$ cat config.mk
export PLATFORM = sky130hd
export DESIGN_NAME = mscroll_seq
export DESIGN_NICKNAME = d
export VERILOG_FILES = /design/src/rtl/mscroll_pkg.sv /design/src/rtl/mscroll_regs.sv /design/src/rtl/mscroll_pace.sv /design/src/rtl/mscroll_walk.sv /design/src/rtl/mscroll_seq.sv
export SDC_FILE = /design/constraint.sdc
export NUM_CORES = 1
export LEC_CHECK = 0
export ABC_AREA = 1
export CAP_MARGIN = 10
export CORE_MARGIN = 5
export CORE_UTILIZATION = 25
export CTS_CLUSTER_SIZE = 25
export DETAILED_ROUTE_END_ITERATION = 8
export GPL_ROUTABILITY_DRIVEN = 0
export GPL_TIMING_DRIVEN = 0
export PLACE_DENSITY = 0.41
export SETUP_SLACK_MARGIN = 0.02
export SYNTH_ARGS = -nofsm -noshare
export SYNTH_HDL_FRONTEND = slang
export SYNTH_HIERARCHICAL = 1
export SYNTH_SLANG_ARGS = --single-unit
$ cat constraint.sdc
create_clock -name clk -period 3.4 [get_ports clk]
set_input_delay 0.51 -clock clk [delete_from_list [all_inputs] [get_ports clk]]
set_output_delay 0.51 -clock clk [all_outputs]
set_load 0.05 [all_outputs]
$ cat src/rtl/mscroll_pkg.sv
package mscroll_pkg;

    localparam int SPEED_W = 4;
    localparam int CNT_W   = 6;
    localparam int STEP_W  = 8;

    localparam logic [1:0] REG_SETUP  = 2'd0;
    localparam logic [1:0] REG_LAUNCH = 2'd1;
    localparam logic [1:0] REG_ACK    = 2'd2;

    typedef enum logic [1:0] {
        DIR_RIGHT = 2'b00,
        DIR_LEFT  = 2'b01,
        DIR_UP    = 2'b10,
        DIR_DOWN  = 2'b11
    } scroll_dir_e;

    typedef enum logic [1:0] {
        ST_IDLE = 2'd0,
        ST_RUN  = 2'd1,
        ST_HOLD = 2'd2
    } scroll_state_e;

    typedef struct packed {
        logic [SPEED_W-1:0] speed;
        logic               enable;
        logic               alt_page;
        scroll_dir_e        dir;
    } setup_t;

    function automatic logic [STEP_W-1:0] page_len(
        input logic vert, input logic narrow,
        input int cols, input int rows, input int ncols, input int nrows);
        if (vert) return narrow ? STEP_W'(nrows) : STEP_W'(rows);
        return narrow ? STEP_W'(ncols) : STEP_W'(cols);
    endfunction

    function automatic logic [STEP_W-1:0] run_target(
        input logic [CNT_W-1:0] cnt, input logic [STEP_W-1:0] len);
        logic [STEP_W:0] cap;
        cap = {len, 1'b0};
        if (cnt == '0) return len;
        if ({{(STEP_W+1-CNT_W){1'b0}}, cnt} > cap) return cap[STEP_W-1:0];
        return {{(STEP_W-CNT_W){1'b0}}, cnt};
    endfunction

endpackage

$ cat src/rtl/mscroll_regs.sv
module mscroll_regs
    import mscroll_pkg::*;
(
    input  logic               clk,
    input  logic               rst,
    input  logic               wr_en,
    input  logic [1:0]         wr_addr,
    input  logic [7:0]         wr_data,
    input  logic               done_evt,
    output setup_t             setup,
    output logic [CNT_W-1:0]   count_q,
    output logic               go_q,
    output logic               clr_req,
    output logic               flag
);
    logic go_req;

    assign go_req  = wr_en && (wr_addr == REG_LAUNCH) && wr_data[7];
    assign clr_req = wr_en && (wr_addr == REG_ACK) && wr_data[0];

    always_ff @(posedge clk) begin
        if (rst) begin
            setup   <= '0;
            count_q <= '0;
            go_q    <= 1'b0;
        end else begin
            go_q <= go_req;
            if (wr_en && wr_addr == REG_SETUP)
                setup <= setup_t'(wr_data);
            if (wr_en && wr_addr == REG_LAUNCH)
                count_q <= wr_data[CNT_W-1:0];
        end
    end

    // completion wins over a clear in the same cycle
    always_ff @(posedge clk) begin
        if (rst)           flag <= 1'b0;
        else if (done_evt) flag <= 1'b1;
        else if (clr_req)  flag <= 1'b0;
    end
endmodule

$ cat src/rtl/mscroll_pace.sv
module mscroll_pace
    import mscroll_pkg::*;
#(
    parameter int UNIT_TICKS = 50
) (
    input  logic               clk,
    input  logic               rst,
    input  logic               clear,
    input  logic               run,
    input  logic               tick,
    input  logic [SPEED_W-1:0] speed,
    output logic               fire
);
    localparam int LIM_MAX = UNIT_TICKS * (2 ** SPEED_W);
    localparam int CW      = $clog2(LIM_MAX + 1);

    logic [CW-1:0] cnt;
    logic [CW-1:0] lim;

    assign lim  = CW'(UNIT_TICKS * (int'(speed) + 1));
    assign fire = run && tick && !clear && (cnt == lim - CW'(1));

    always_ff @(posedge clk) begin
        if (rst || clear)     cnt <= '0;
        else if (run && tick) cnt <= (cnt == lim - CW'(1)) ? '0 : cnt + CW'(1);
    end
endmodule

$ cat src/rtl/mscroll_walk.sv
module mscroll_walk
    import mscroll_pkg::*;
#(
    parameter int COLS  = 17,
    parameter int ROWS  = 7,
    parameter int NCOLS = 15,
    parameter int NROWS = 5,
    localparam int POS_W = $clog2(COLS)
) (
    input  logic               clk,
    input  logic               rst,
    input  setup_t             cfg,
    input  logic [CNT_W-1:0]   count_q,
    input  logic               go_q,
    input  logic               narrow,
    input  logic               fire,
    output logic               running,
    output logic               idle,
    output logic [POS_W-1:0]   pos,
    output logic               par,
    output scroll_dir_e        dir_l,
    output logic               alt_l,
    output logic [SPEED_W-1:0] spd_l,
    output logic               done_evt
);
    scroll_state_e     state;
    logic [STEP_W-1:0] len, tgt, steps, new_len;
    logic              adv, wrap;

    assign new_len  = page_len(cfg.dir[1], narrow, COLS, ROWS, NCOLS, NROWS);
    assign running  = (state == ST_RUN);
    assign idle     = (state == ST_IDLE);
    assign adv      = running && fire && cfg.enable && !go_q;
    assign wrap     = ({{(STEP_W-POS_W){1'b0}}, pos} == len - STEP_W'(1));
    assign done_evt = adv && (steps + STEP_W'(1) == tgt);

    always_ff @(posedge clk) begin
        if (rst) begin
            state <= ST_IDLE;
            pos   <= '0;
            par   <= 1'b0;
            steps <= '0;
            len   <= '0;
            tgt   <= '0;
            dir_l <= DIR_RIGHT;
            alt_l <= 1'b0;
            spd_l <= '0;
        end else if (!cfg.enable) begin
            state <= ST_IDLE;
            pos   <= '0;
            par   <= 1'b0;
            steps <= '0;
        end else if (go_q) begin
            state <= ST_RUN;
            pos   <= '0;
            par   <= 1'b0;
            steps <= '0;
            len   <= new_len;
            tgt   <= run_target(count_q, new_len);
            dir_l <= cfg.dir;
            alt_l <= cfg.alt_page;
            spd_l <= cfg.speed;
        end else if (adv) begin
            steps <= steps + STEP_W'(1);
            pos   <= wrap ? '0 : pos + POS_W'(1);
            par   <= par ^ wrap;
            if (done_evt) state <= ST_HOLD;
        end
    end
endmodule

$ cat src/rtl/mscroll_seq.sv
module mscroll_seq
    import mscroll_pkg::*;
#(
    parameter int COLS       = 17,
    parameter int ROWS       = 7,
    parameter int NCOLS      = 15,
    parameter int NROWS      = 5,
    parameter int UNIT_TICKS = 50,
    localparam int POS_W     = $clog2(COLS),
    localparam int OFS_W     = POS_W + 1
) (
    input  logic                    clk,
    input  logic                    rst,
    input  logic                    ms_tick,
    input  logic                    narrow_mode,
    input  logic                    page_sel,
    input  logic                    wr_en,
    input  logic [1:0]              wr_addr,
    input  logic [7:0]              wr_data,
    input  logic                    fade_flag,
    input  logic                    pal_flag,
    output logic signed [OFS_W-1:0] shift_ofs,
    output logic                    shift_vert,
    output logic                    base_frame,
    output logic                    fill_frame,
    output logic                    scroll_flag,
    output logic                    irq
);
    setup_t             cfg;
    logic [CNT_W-1:0]   count_q;
    logic               go_q, clr_req, done_evt, fire;
    logic               running, idle, par, alt_l;
    logic [POS_W-1:0]   pos;
    scroll_dir_e        dir_l;
    logic [SPEED_W-1:0] spd_l;
    logic               cfg_en;
    logic [OFS_W-1:0]   mag;
    logic               neg, paged;

    mscroll_regs u_regs (
        .clk(clk), .rst(rst), .wr_en(wr_en), .wr_addr(wr_addr), .wr_data(wr_data),
        .done_evt(done_evt), .setup(cfg), .count_q(count_q), .go_q(go_q),
        .clr_req(clr_req), .flag(scroll_flag)
    );

    mscroll_pace #(.UNIT_TICKS(UNIT_TICKS)) u_pace (
        .clk(clk), .rst(rst), .clear(go_q || !cfg.enable), .run(running),
        .tick(ms_tick), .speed(spd_l), .fire(fire)
    );

    mscroll_walk #(.COLS(COLS), .ROWS(ROWS), .NCOLS(NCOLS), .NROWS(NROWS)) u_walk (
        .clk(clk), .rst(rst), .cfg(cfg), .count_q(count_q), .go_q(go_q),
        .narrow(narrow_mode), .fire(fire), .running(running), .idle(idle),
        .pos(pos), .par(par), .dir_l(dir_l), .alt_l(alt_l), .spd_l(spd_l),
        .done_evt(done_evt)
    );

    assign cfg_en     = cfg.enable;
    assign mag        = {1'b0, pos};
    assign neg        = (dir_l == DIR_LEFT) || (dir_l == DIR_UP);
    assign shift_ofs  = idle ? '0 : (neg ? -mag : mag);
    assign shift_vert = !idle && dir_l[1];
    assign paged      = !idle && alt_l;
    assign base_frame = paged ? (page_sel ^ par) : page_sel;
    assign fill_frame = paged ? (page_sel ^ ~par) : page_sel;
    assign irq        = scroll_flag | fade_flag | pal_flag;
endmodule

# --- Word level (Yosys, flattened, before mapping) ---
# Cells that the tools add are included.
# W data, S select, Z words.
classes:
  add_sub_neg: 7
  mul: 1
  n_lt_le_gt_ge: 1
  eq_ne: 8
  muxes: 29
  bitwise_logic: 7
  n_reduce_logical: 32
op_table:
  columns: ["op", "count"]
  rows:
  - ["$mux W8", 6]
  - ["$mul A6 B32 Y9 const A", 1]
  - ["$mux W1", 17]
  - ["$logic_and A1 B1 Y1", 14]
  - ["$mux W6", 2]
  - ["$add A10 B1 Y10 const B", 1]
  - ["$eq A10 B10 Y1", 1]
  - ["$mux W10", 1]
  - ["$mux W5", 2]
  - ["$sub A10 B1 Y10 const B", 1]
  - ["$gt A6 B9 Y1", 1]
  - ["$add A8 B1 Y8 const B", 1]
  - ["$eq A5 B8 Y1", 1]
  - ["$eq A8 B8 Y1", 1]
  - ["$sub A8 B1 Y8 const B", 1]
  - ["$eq A2 B1 Y1 const B", 3]
  - ["$logic_not A6 Y1", 1]
  - ["$neg A5 Y6", 1]
  - ["$reduce_and A2 Y1", 3]
  - ["$reduce_bool A2 Y1", 3]
  - ["$add A4 B1 Y5 const B", 1]
  - ["$add A5 B1 Y5 const B", 1]
  - ["$eq A2 B2 Y1 const B", 2]
  - ["$logic_not A1 Y1", 4]
  - ["other kinds (8)", 15]
word_totals:
  ff_bits: 65
  in_bits: 18
  out_inout_bits: 11
  wordCells: 103

# --- Longest topological paths before layout ---
# Gate-level depths: netlist of run 1.
logic_depth:
  ltp_word: 12
  mapped_depth: 30
  depth_no_buf: 30

# --- Modules after synthesis ---
# Netlist of run 1, hierarchy kept.
by_module_without_submodules:
  columns: ["module", "n_inst", "cells_each", "area_each_um2", "seq_area_each_um2"]
  rows:
  - ["mscroll_walk", 1, 302, 1995.7, 680.7]
  - ["mscroll_pace", 1, 206, 1255.0, 200.2]
  - ["mscroll_regs", 1, 77, 599.3, 320.3]
  - ["mscroll_seq", 1, 50, 227.7, 0.0]

# --- Worst setup path after synthesis of run 1 ---
# Ideal clock, no wire load.
synth_path:
  path_kind: "register to register"
  from: "register u_walk.spd_l[1]"
  to: "register u_regs.flag"
  setup_ns: 0.070
  t_arrival_ns: 3.561
  t_required_ns: 3.330
  slack_ns: -0.230
  path_stages_with_launch: 28
  n_path_buf: 0
  synth_period_minus_slack_ns: 3.630
  path_cell_list: "dfxtp_1 > ha_1 > nand2_1 > nor2_1 > ha_1 > ha_1 > ha_1 > ha_1 > nor2_1 > nand2_1 > nor2_1 > nand2_1 > nand2_1 > nand2_1 > nand2_1 > nand2_1 > nor2_1 > nand4_2 > nor2_1 > nand3_4 > clkinv_2 > nand2_1 > nand3b_1 > nor2_1 > nand3b_1 > nor2_1 > inv_1 > a21oi_1"
synth_via:
  elab_chain_len: 10
  elab_cells_between_ends: 11
  classes_between: "add/sub (2); mul (1); eq/ne (1); mux (1); reduce/logical (6)"
synth_rtl:
  columns: ["element", "line", "text"]
  rows:
  - ["from (decl)", "mscroll_walk.sv:23", "output logic [SPEED_W-1:0] spd_l,"]
  - ["from (signal assigned)", "mscroll_walk.sv:62", "spd_l <= cfg.speed;"]
  - ["$add A4 B1 Y5 (*)", "mscroll_pace.sv:20", "assign lim = CW'(UNIT_TICKS * (int'(speed) + 1));"]
  - ["$mul A6 B32 Y9 (*)", "mscroll_pace.sv:20", null]
  - ["$sub A10 B1 Y10 (*)", "mscroll_pace.sv:21", "assign fire = run && tick && !clear && (cnt == lim - CW'(1));"]
  - ["$eq A10 B10 Y1 (*)", "mscroll_pace.sv:21", null]
  - ["$logic_and A1 B1 Y1 (*)", "mscroll_pace.sv:21", null]
  - ["named net fire", "mscroll_seq.sv:31", "logic go_q, clr_req, done_evt, fire;"]
  - ["$logic_and A1 B1 Y1 (*) (3 in a row)", "mscroll_walk.sv:33", "assign adv = running && fire && cfg.enable && !go_q;"]
  - ["$logic_and A1 B1 Y1 (*)", "mscroll_walk.sv:35", "assign done_evt = adv && (steps + STEP_W'(1) == tgt);"]
  - ["named net done_evt", "mscroll_seq.sv:31", null]
  - ["$mux W1 / $reduce_bool A2 Y1 (equally long branches)", null, null]
  - ["to (signal assigned)", "mscroll_regs.sv:37", "if (rst) flag <= 1'b0;"]
  - ["to (signal assigned)", "mscroll_regs.sv:38", "else if (done_evt) flag <= 1'b1;"]
  - ["to (signal assigned)", "mscroll_regs.sv:39", "else if (clr_req) flag <= 1'b0;"]
  - ["to (decl)", "mscroll_regs.sv:14", "output logic flag"]
# The timed path passes the listed nets; every way through them passes the cells marked *.
# A chain may end at the register's enable or synchronous reset.

# --- Worst setup path after layout of run 1 ---
layout_path:
  from: "register u_walk.spd_l[2]"
  to: "register u_regs.flag"
# Same word-level chain as after synthesis.

==> results.cfg, run 1 <==
[clock_network]
path_clk_slew_ns = 0.05
hold_buffers = 0
cts_root_buf = clkbuf_16
cts_buffers = 9
ctsHtreeMaxLevel = 3
cts_tree = built
clk_path_buf_depth = 2
worstSkewPairLatency_ns = 0.33
cts_sinks = 60

[worst_setup_path]
reg2regPathDepth = 29
cpMostUsedCell = buf_4
setup.worst_path.class = reg -> reg
start_kind = flip-flop
critPathCaptureType = flip-flop
cp_slowest_cell = dfxtp_2
slowest_delay_ns = 0.33
path_delay_family = simple AND/OR/NAND/NOR gates
crit_path_max_fanout = 8
crit_required_ns = 3.66
path_buf_inv = 12
critPathArrivalTime_ns = 3.84
critical_path_depth = 29

[grt]
grt_util_met2_pct = 20.0
met1_usage_pct = 14.7
overflow = 0
antenna_found_initial = 0
grt_use_total_pct = 12.0
use_met3_pct = 2.96
grt_max_degree = 11
busiest_layer = met2
grt_pass1_wl_um = 18100
grt_pass1_vias = 3908

[synthesis]
syn_area_per_cell_um2 = 6.43
synth_fp_nets = 677
syn_inst = 634
netlist_area_um2 = 4070
yosysWarnings = 6

[placed_design]
post_dp_cell_area_um2 = 4680
dp.final_hpwl_um = 8250
place_inst = 877
io_buffers = 27

[finish]
drive_above_1_share_pct = 19.3
diodes = 0
final_common_cell = nand2_1
final_util_pct = 33.9
filler_cell_count = 1708
area_growth_pct = 32.5
finalInstanceArea_um2 = 5400
mostFrequentLayoutCells = 129 x nand2_1, 85 x inv_1, 85 x nor2_1, 57 x dfxtp_1, 41 x nand3_1
final_nets = 739
stdcell_count = 917

[floorplan]
dieArea_um2 = 18900
die_w_um = 138
row_count = 46
initial_core_util_pct = 25.6
io_pins = 29
die_height_um = 138
core_area_um2 = 15900

[sta]
worst_hold_slack_ns = 0.479
finalCriticalPeriod_ns = 3.57
fin_skew_ns = 0.00413
fin_ws_ns = -0.170
tightest_slew_ns = 0.819
rsz0062_at_grt = true
drv_slew = 0
fmax_mhz = 280
report.final.hold_viol_count = 0
period_share_pct = 105
slew_headroom_pct = 45.2
setup_viol = 9

[power_and_ir_drop]
p_total_mw = 1.72
power.leakage_nw = 2.19
peakVddDrop_mv = 0.232
powerDensity_nw_per_um2 = 318

[drt]
drt_iter0_markers = 174
avgViaCountPerCell = 4.34
via_count = 3976
routed_wl_um = 10500
drcViolationCount = 0
wl_per_cell_um = 11.5
drt_first_pass_iters = 4
ant_nets = 0

[status]
violations = setup timing
outcome = complete, but fails checks

[flow_run]
drv_cap = 0

[worst_hold_path]
hold_depth = 2
hp-class = reg -> reg
[what timing repair did]
item,4_1_cts,5_1_grt
setup buffers,19,6
resized for setup,23,43
setup endpoints to repair,17,17
pin swaps,17,28
[per-stage QoR]
step / worst slack, ns / setup TNS (ns)
3_5_place_dp: -0.656 / -7.38
3_3_place_gp: -0.676 / -7.11
4_1_cts: -0.252 / -1.81
5_1_grt: -0.475 / -4.54
6_report: -0.170 / -0.580
2_1_floorplan: -0.0173 / -0.0173
[worst min-delay path, stage by stage (launching register included)]
cell	delay (ns)
dfxtp_1	0.32
nor2_1	0.05
nor2_1	0.08
[sequential cells by signal, indices dropped and copies added, names as in the netlist]
name / cells
u_walk/par: 1
u_walk/alt_l: 1
u_regs/go_q: 1
u_walk/pos: 5
u_walk/steps: 8
u_walk/state: 2
u_walk/tgt: 6
u_walk/dir_l: 2
u_walk/len: 5
u_regs/count_q: 6
u_regs/flag: 1
u_walk/spd_l: 4
u_regs/setup: 8
u_pace/cnt: 10
[final timing paths]
kind                     endpoint       startpoint  slack, ns
setup / recovery      u_regs/flag  u_walk/spd_l[2]      -0.17
hold / removal    u_regs/setup[2]  u_regs/setup[2]       0.48
setup reg to reg      u_regs/flag  u_walk/spd_l[2]      -0.17
hold reg to reg   u_regs/setup[2]  u_regs/setup[2]       0.48
[metal layers]
layer  up-vias  share of wire [%]
met4         0                2.1
met3        19                3.2
li1       2145                  -
met1      1766                 48
met5         -                  0
met2        46                 47
[cell type report]
cell class	count	area, um^2	share of cell area [%]
clock inverter	5	52.6	0.973
buffer	9	60.1	1.11
clock buffer	11	233	4.31
inverter	99	382	7.07
timing repair buffer	51	450	8.34
sequential	60	1210	22.4
multi-input combinational	466	2740	50.8
tap	216	270	5.01
[power by group]
| group | leakage, nW | internal, mW | switching (mW) |
|---|---|---|---|
| clock network | 0.139 | 0.563 | 0.330 |
| logic | 1.56 | 0.0463 | 0.0628 |
| registers | 0.487 | 0.710 | 0.00632 |
Power figures use the tool's default switching activity.
==> run 2: changes to the inputs <==
- PLACE_DENSITY: 0.41 -> default
- PLACE_DENSITY_LB_ADDON: default -> 0.05
- SETUP_SLACK_MARGIN: 0.02 -> default
==> run 2 against run 1 <==
Effect of this change: the run still ends with setup timing left; clock power about the same; non-clock buffer count shrank 5; clock skew grew 0.0070 ns; routed wire length up 2.1%; final area shrank 1.2%; flip-flop and latch count is the same; fmax is 0.28% higher; die area is the same; sequential power is essentially flat.
==> results.cfg, run 2 (synthesized netlist as in run 1, its figures left out) <==
[worst_setup_path]
slowest_delay_ns = 0.33
setup.worst_path.class = reg -> reg
reg2reg_to = u_regs/flag
reg2regPathDepth = 29
critPathArrivalTime_ns = 3.83
crit_path_max_fanout = 8
reg2reg_slack_ns = -0.16
r2r-start = u_walk/spd_l[2]
cp_slowest_cell = dfxtp_2
cpMostUsedCell = nand2_2
crit_required_ns = 3.67
start_kind = flip-flop
critPathCaptureType = flip-flop

[worst_hold_path]
hold_depth = 2
hold-path-endpoint = u_regs/setup[4]
hp-class = reg -> reg
worstHoldStart = u_regs/setup[4]

[sta]
rsz0062_at_grt = true
slew_headroom_pct = 45.8
finalCriticalPeriod_ns = 3.56
fmax_mhz = 281
fin_ws_ns = -0.160
setup_viol = 9
report.final.hold_viol_count = 0
tightest_slew_ns = 0.810
fin_skew_ns = 0.0111
period_share_pct = 105
drv_slew = 0

[drt]
drt_first_pass_iters = 4
drcViolationCount = 0
routed_wl_um = 10700
wl_per_cell_um = 11.8
via_count = 3924
avgViaCountPerCell = 4.30
drt_iter0_markers = 123
ant_nets = 0

[power_and_ir_drop]
power_frac_clock_pct = 51.9
p_switching_mw = 0.395
swShare_pct = 23.0
peakVddDrop_mv = 0.209
p_total_mw = 1.72
seqPwrFrac_pct = 41.7
p_comb_share_pct = 6.4
p_int_mw = 1.32
power.leakage_nw = 2.18
powerDensity_nw_per_um2 = 322

[floorplan]
core_area_um2 = 15900
io_pins = 29
die_height_um = 138
die_w_um = 138
initial_core_util_pct = 25.6
dieArea_um2 = 18900
row_count = 46

[finish]
final_nets = 734
mostFrequentLayoutCells = 136 x nand2_1, 89 x nor2_1, 84 x inv_1, 57 x dfxtp_1, 43 x nand3_1
top_regs = u_pace/cnt (10), u_regs/setup (8), u_walk/steps (8)
largest_reg_flops = 10
area_growth_pct = 30.9
finalInstanceArea_um2 = 5330
diodes = 0
drive_above_1_share_pct = 17.2
filler_cell_count = 1790
final_common_cell = nand2_1
largest-register = u_pace/cnt

[grt]
overflow = 0
grt_max_degree = 11
grt_pass1_vias = 3772
antenna_found_initial = 0
grt_use_total_pct = 12.1
grt_pass1_wl_um = 18100

[status]
outcome = complete, but fails checks
violations = setup timing

[flow_run]
drv_cap = 0

[clock_network]
cts_root_buf = clkbuf_16
cts_tree = built
hold_buffers = 0
path_clk_slew_ns = 0.05
worstSkewPairLatency_ns = 0.33
cts_sinks = 60
ctsHtreeMaxLevel = 3
clk_path_buf_depth = 2
cts_buffers = 9

[placed_design]
io_buffers = 27
post_dp_cell_area_um2 = 4680
dp.final_hpwl_um = 8440
-- run 2: cell types whose count changed in the layout (fill, tap and decap cells not counted), sizes merged --
cell / before / now
clkbuf: 14 / 15
clkinvlp: 1 / 2
buf: 30 / 25
clkinv: 4 / 2
-- run 2: what timing repair did --
| item | in CTS | in global routing |
|---|---|---|
| resized for setup | 24 | 38 |
| setup buffers | 19 | 4 |
| pin swaps | 17 | 35 |
| setup endpoints to repair | 17 | 18 |
| cloned | 1 | 0 |
-- run 2: how the worst max path moves through the flow --
stage / from / endpoint / slack, ns / depth (start not counted)
floorplan: u_walk/spd_l[0] / u_regs/flag / -0.02 / 28
global placement: u_walk/spd_l[1] / u_regs/flag / -0.67 / 29
detailed placement: u_walk/spd_l[1] / u_regs/flag / -0.71 / 29
CTS: u_walk/spd_l[1] / u_regs/flag / -0.31 / 30
global route: u_walk/spd_l[2] / u_regs/flag / -0.40 / 29
finish: u_walk/spd_l[2] / u_regs/flag / -0.16 / 29
-- run 2: cell type report --
class                   instances  area [um^2]  area share (%)
clock buffers                  12          236            4.43
inverters                      99          382            7.15
repair buffers                 46          420            7.88
plain buffers                   9         66.3            1.24
well taps                     216          270            5.07
clock inverters                 4         50.0           0.938
multi-input cells             466         2700            50.6
flip-flops and latches         60         1210            22.7
-- run 2: layer usage --
metal	vias up	routed length [um]	share of wire (%)	global-route usage, %
met4	0	93	0.87	3.66
met1	1749	5150	48	15.3
met5	-	0	0	0
met2	33	5160	48	20.4
li1	2136	-	-	-
met3	6	312	2.9	2.96
-- run 2: metrics by stage --
stage / TNS [ns] / hold slack, ns / util [%] / setup slack [ns] / instances
after floorplan: -0.0173 / 0.449 / - / -0.0173 / 634
after global placement: -6.59 / 0.466 / 29.4 / -0.668 / 877
after global routing: -4.25 / 0.484 / 33.5 / -0.401 / 912
after CTS: -2.77 / 0.460 / 32.7 / -0.308 / 913
final: -0.900 / 0.470 / 33.5 / -0.160 / 912
after detailed placement: -7.56 / 0.465 / 29.4 / -0.709 / 877
-- run 2: critical path, delay by kind of cell, from the launching register on --
kind,cells,cell delay [ns]
adder cells (fa/ha/maj),3,0.72
AO/OA/AOI/OAI,2,0.19
flip-flops,1,0.33
buffers and inverters,8,0.71
AND/OR/NAND/NOR,16,1.54
-- run 2: power by group through the flow --
stage	logic (mW)	registers, mW	clock network [mW]
2_1_floorplan	0.0646	0.731	0
3_3_place_gp	0.107	0.733	0
3_5_place_dp	0.107	0.734	0
4_1_cts	0.110	0.717	0.926
5_1_grt	0.124	0.717	0.957
6_report	0.110	0.717	0.892
==> run 3: changes to the inputs <==
- CAP_MARGIN: 10 -> 25
- PLACE_DENSITY_LB_ADDON: 0.05 -> default
==> run 3 against run 2 <==
Effect of this change: sequential power hardly changed; combinational power is essentially flat; register-to-register slack hardly changed; power is 9.6% higher; via count increased by 3.4%; worst hold slack better by 0.0062 ns; critical path type unchanged; the run still ends with setup timing left.
==> results.cfg, run 3 (synthesized netlist as in run 1, its figures left out) <==
[floorplan]
dieArea_um2 = 18900
core_area_um2 = 15900
die_height_um = 138
initial_core_util_pct = 25.6
row_count = 46
io_pins = 29
die_w_um = 138

[clock_network]
cts_sinks = 60
path_clk_slew_ns = 0.05
hold_buffers = 0
ctsHtreeMaxLevel = 3
cts_root_buf = clkbuf_16
cts_buffers = 9
worstSkewPairLatency_ns = 0.32
cts_tree = built
clk_path_buf_depth = 2

[status]
violations = setup timing
outcome = complete, but fails checks

[finish]
diodes = 0
final_util_pct = 35.2
finalInstanceArea_um2 = 5610
top_regs = u_pace/cnt (10), u_regs/setup (8), u_walk/steps (8)
largest_reg_flops = 10
final_nets = 755
mostFrequentLayoutCells = 138 x nand2_1, 86 x nor2_1, 85 x inv_1, 57 x dfxtp_1, 42 x nand3_1
largest-register = u_pace/cnt
drive_above_1_share_pct = 20.6
final_common_cell = nand2_1
area_growth_pct = 37.8

[worst_setup_path]
crit_required_ns = 3.66
reg2reg_to = u_regs/flag
crit_path_max_fanout = 4
setup.worst_path.class = reg -> reg
reg2regPathDepth = 30
critPathCaptureType = flip-flop
start_kind = flip-flop
cp_slowest_cell = dfxtp_4
critPathArrivalTime_ns = 3.82
slowest_delay_ns = 0.36
r2r-start = u_walk/spd_l[1]
cpMostUsedCell = nand2_2
reg2reg_slack_ns = -0.16

[drt]
via_count = 4058
ant_nets = 0
avgViaCountPerCell = 4.35
drt_iter0_markers = 243
wl_per_cell_um = 10.8
routed_wl_um = 10100
drt_first_pass_iters = 5
drcViolationCount = 0

[grt]
grt_pass1_vias = 3761
grt_use_total_pct = 10.9
overflow = 0
grt_max_degree = 13
grt_pass1_wl_um = 16800
antenna_found_initial = 0

[sta]
report.final.hold_viol_count = 0
slew_headroom_pct = 40.5
rsz0062_at_grt = true
fmax_mhz = 281
setup_viol = 10
period_share_pct = 105
fin_ws_ns = -0.161
tightest_slew_ns = 0.889
fin_skew_ns = 0.00533
finalCriticalPeriod_ns = 3.56
drv_slew = 0

[power_and_ir_drop]
power.leakage_nw = 2.30
peakVddDrop_mv = 0.225
powerDensity_nw_per_um2 = 335

[worst_hold_path]
hold_depth = 2
hold-path-endpoint = u_regs/setup[7]
worstHoldStart = u_regs/setup[7]
hp-class = reg -> reg

[flow_run]
drv_cap = 0

[placed_design]
dp.final_hpwl_um = 7290
io_buffers = 27
post_dp_cell_area_um2 = 4680
pre_cts_ws_ns = -0.588
## run 3: cell types whose count changed in the layout (fill, tap and decap cells not counted), sizes merged
cell	previous run	this run
buf	25	46
bufinv	1	3
clkbuf	15	12
clkinv	2	3
clkinvlp	2	1
inv	98	99
## run 3: repair_timing
item                       CTS  global route
hold endpoints to repair     0             0
setup endpoints to repair   16            18
buffers inserted            32            15
pin swaps                   22            35
cloned                       0             1
gates resized for setup     29            43
## run 3: stage by stage
| step | std cells | hold slack [ns] | power [mW] | setup TNS, ns |
|---|---|---|---|---|
| final | 933 | 0.476 | 1.88 | -0.989 |
| after global routing | 933 | 0.470 | 1.96 | -4.07 |
| after CTS | 925 | 0.465 | 1.91 | -1.64 |
| after detailed placement | 877 | 0.467 | 0.839 | -4.78 |
| after global placement | 877 | 0.460 | 0.838 | -4.34 |
| after floorplan | 634 | 0.449 | 0.796 | -0.0173 |
## run 3: cell type report
type | count | area (um^2)
Timing Repair Buffer | 67 | 604
Clock buffer | 9 | 225
Inverter | 99 | 382
Sequential cell | 60 | 1210
Multi-Input combinational cell | 466 | 2730
Buffer | 9 | 66.3
Fill cell | 1652 | 10300
Clock inverter | 7 | 124
Tap cell | 216 | 270
## run 3: worst max-delay path by stage
stage	to	startpoint
floorplan	u_regs/flag	u_walk/spd_l[0]
finish	u_regs/flag	u_walk/spd_l[1]
global route	u_regs/flag	u_walk/spd_l[2]
CTS	u_regs/flag	u_walk/spd_l[1]
global placement	u_regs/flag	u_walk/spd_l[1]
detailed placement	u_regs/flag	u_walk/spd_l[1]
## run 3: layer usage
layer  GRT usage, %  routed length (um)
met3           2.96                 469
met2           17.7                4470
met4           3.10                 124
met5              0                   0
met1           14.3                5020
## run 3: critical path, delay by kind of cell (launching register included)
family,cells,cell delay (ns)
buffers and inverters,5,0.37
and+or+nand+nor,21,1.92
DFF,1,0.36
adders and majority gates,3,0.72
AOI/OAI and AO/OA,1,0.12
## run 3: power breakdown
group / internal [mW] / switching, mW
Sequential: 0.710 / 0.00624
Clock: 0.720 / 0.335
Combinational: 0.0476 / 0.0638
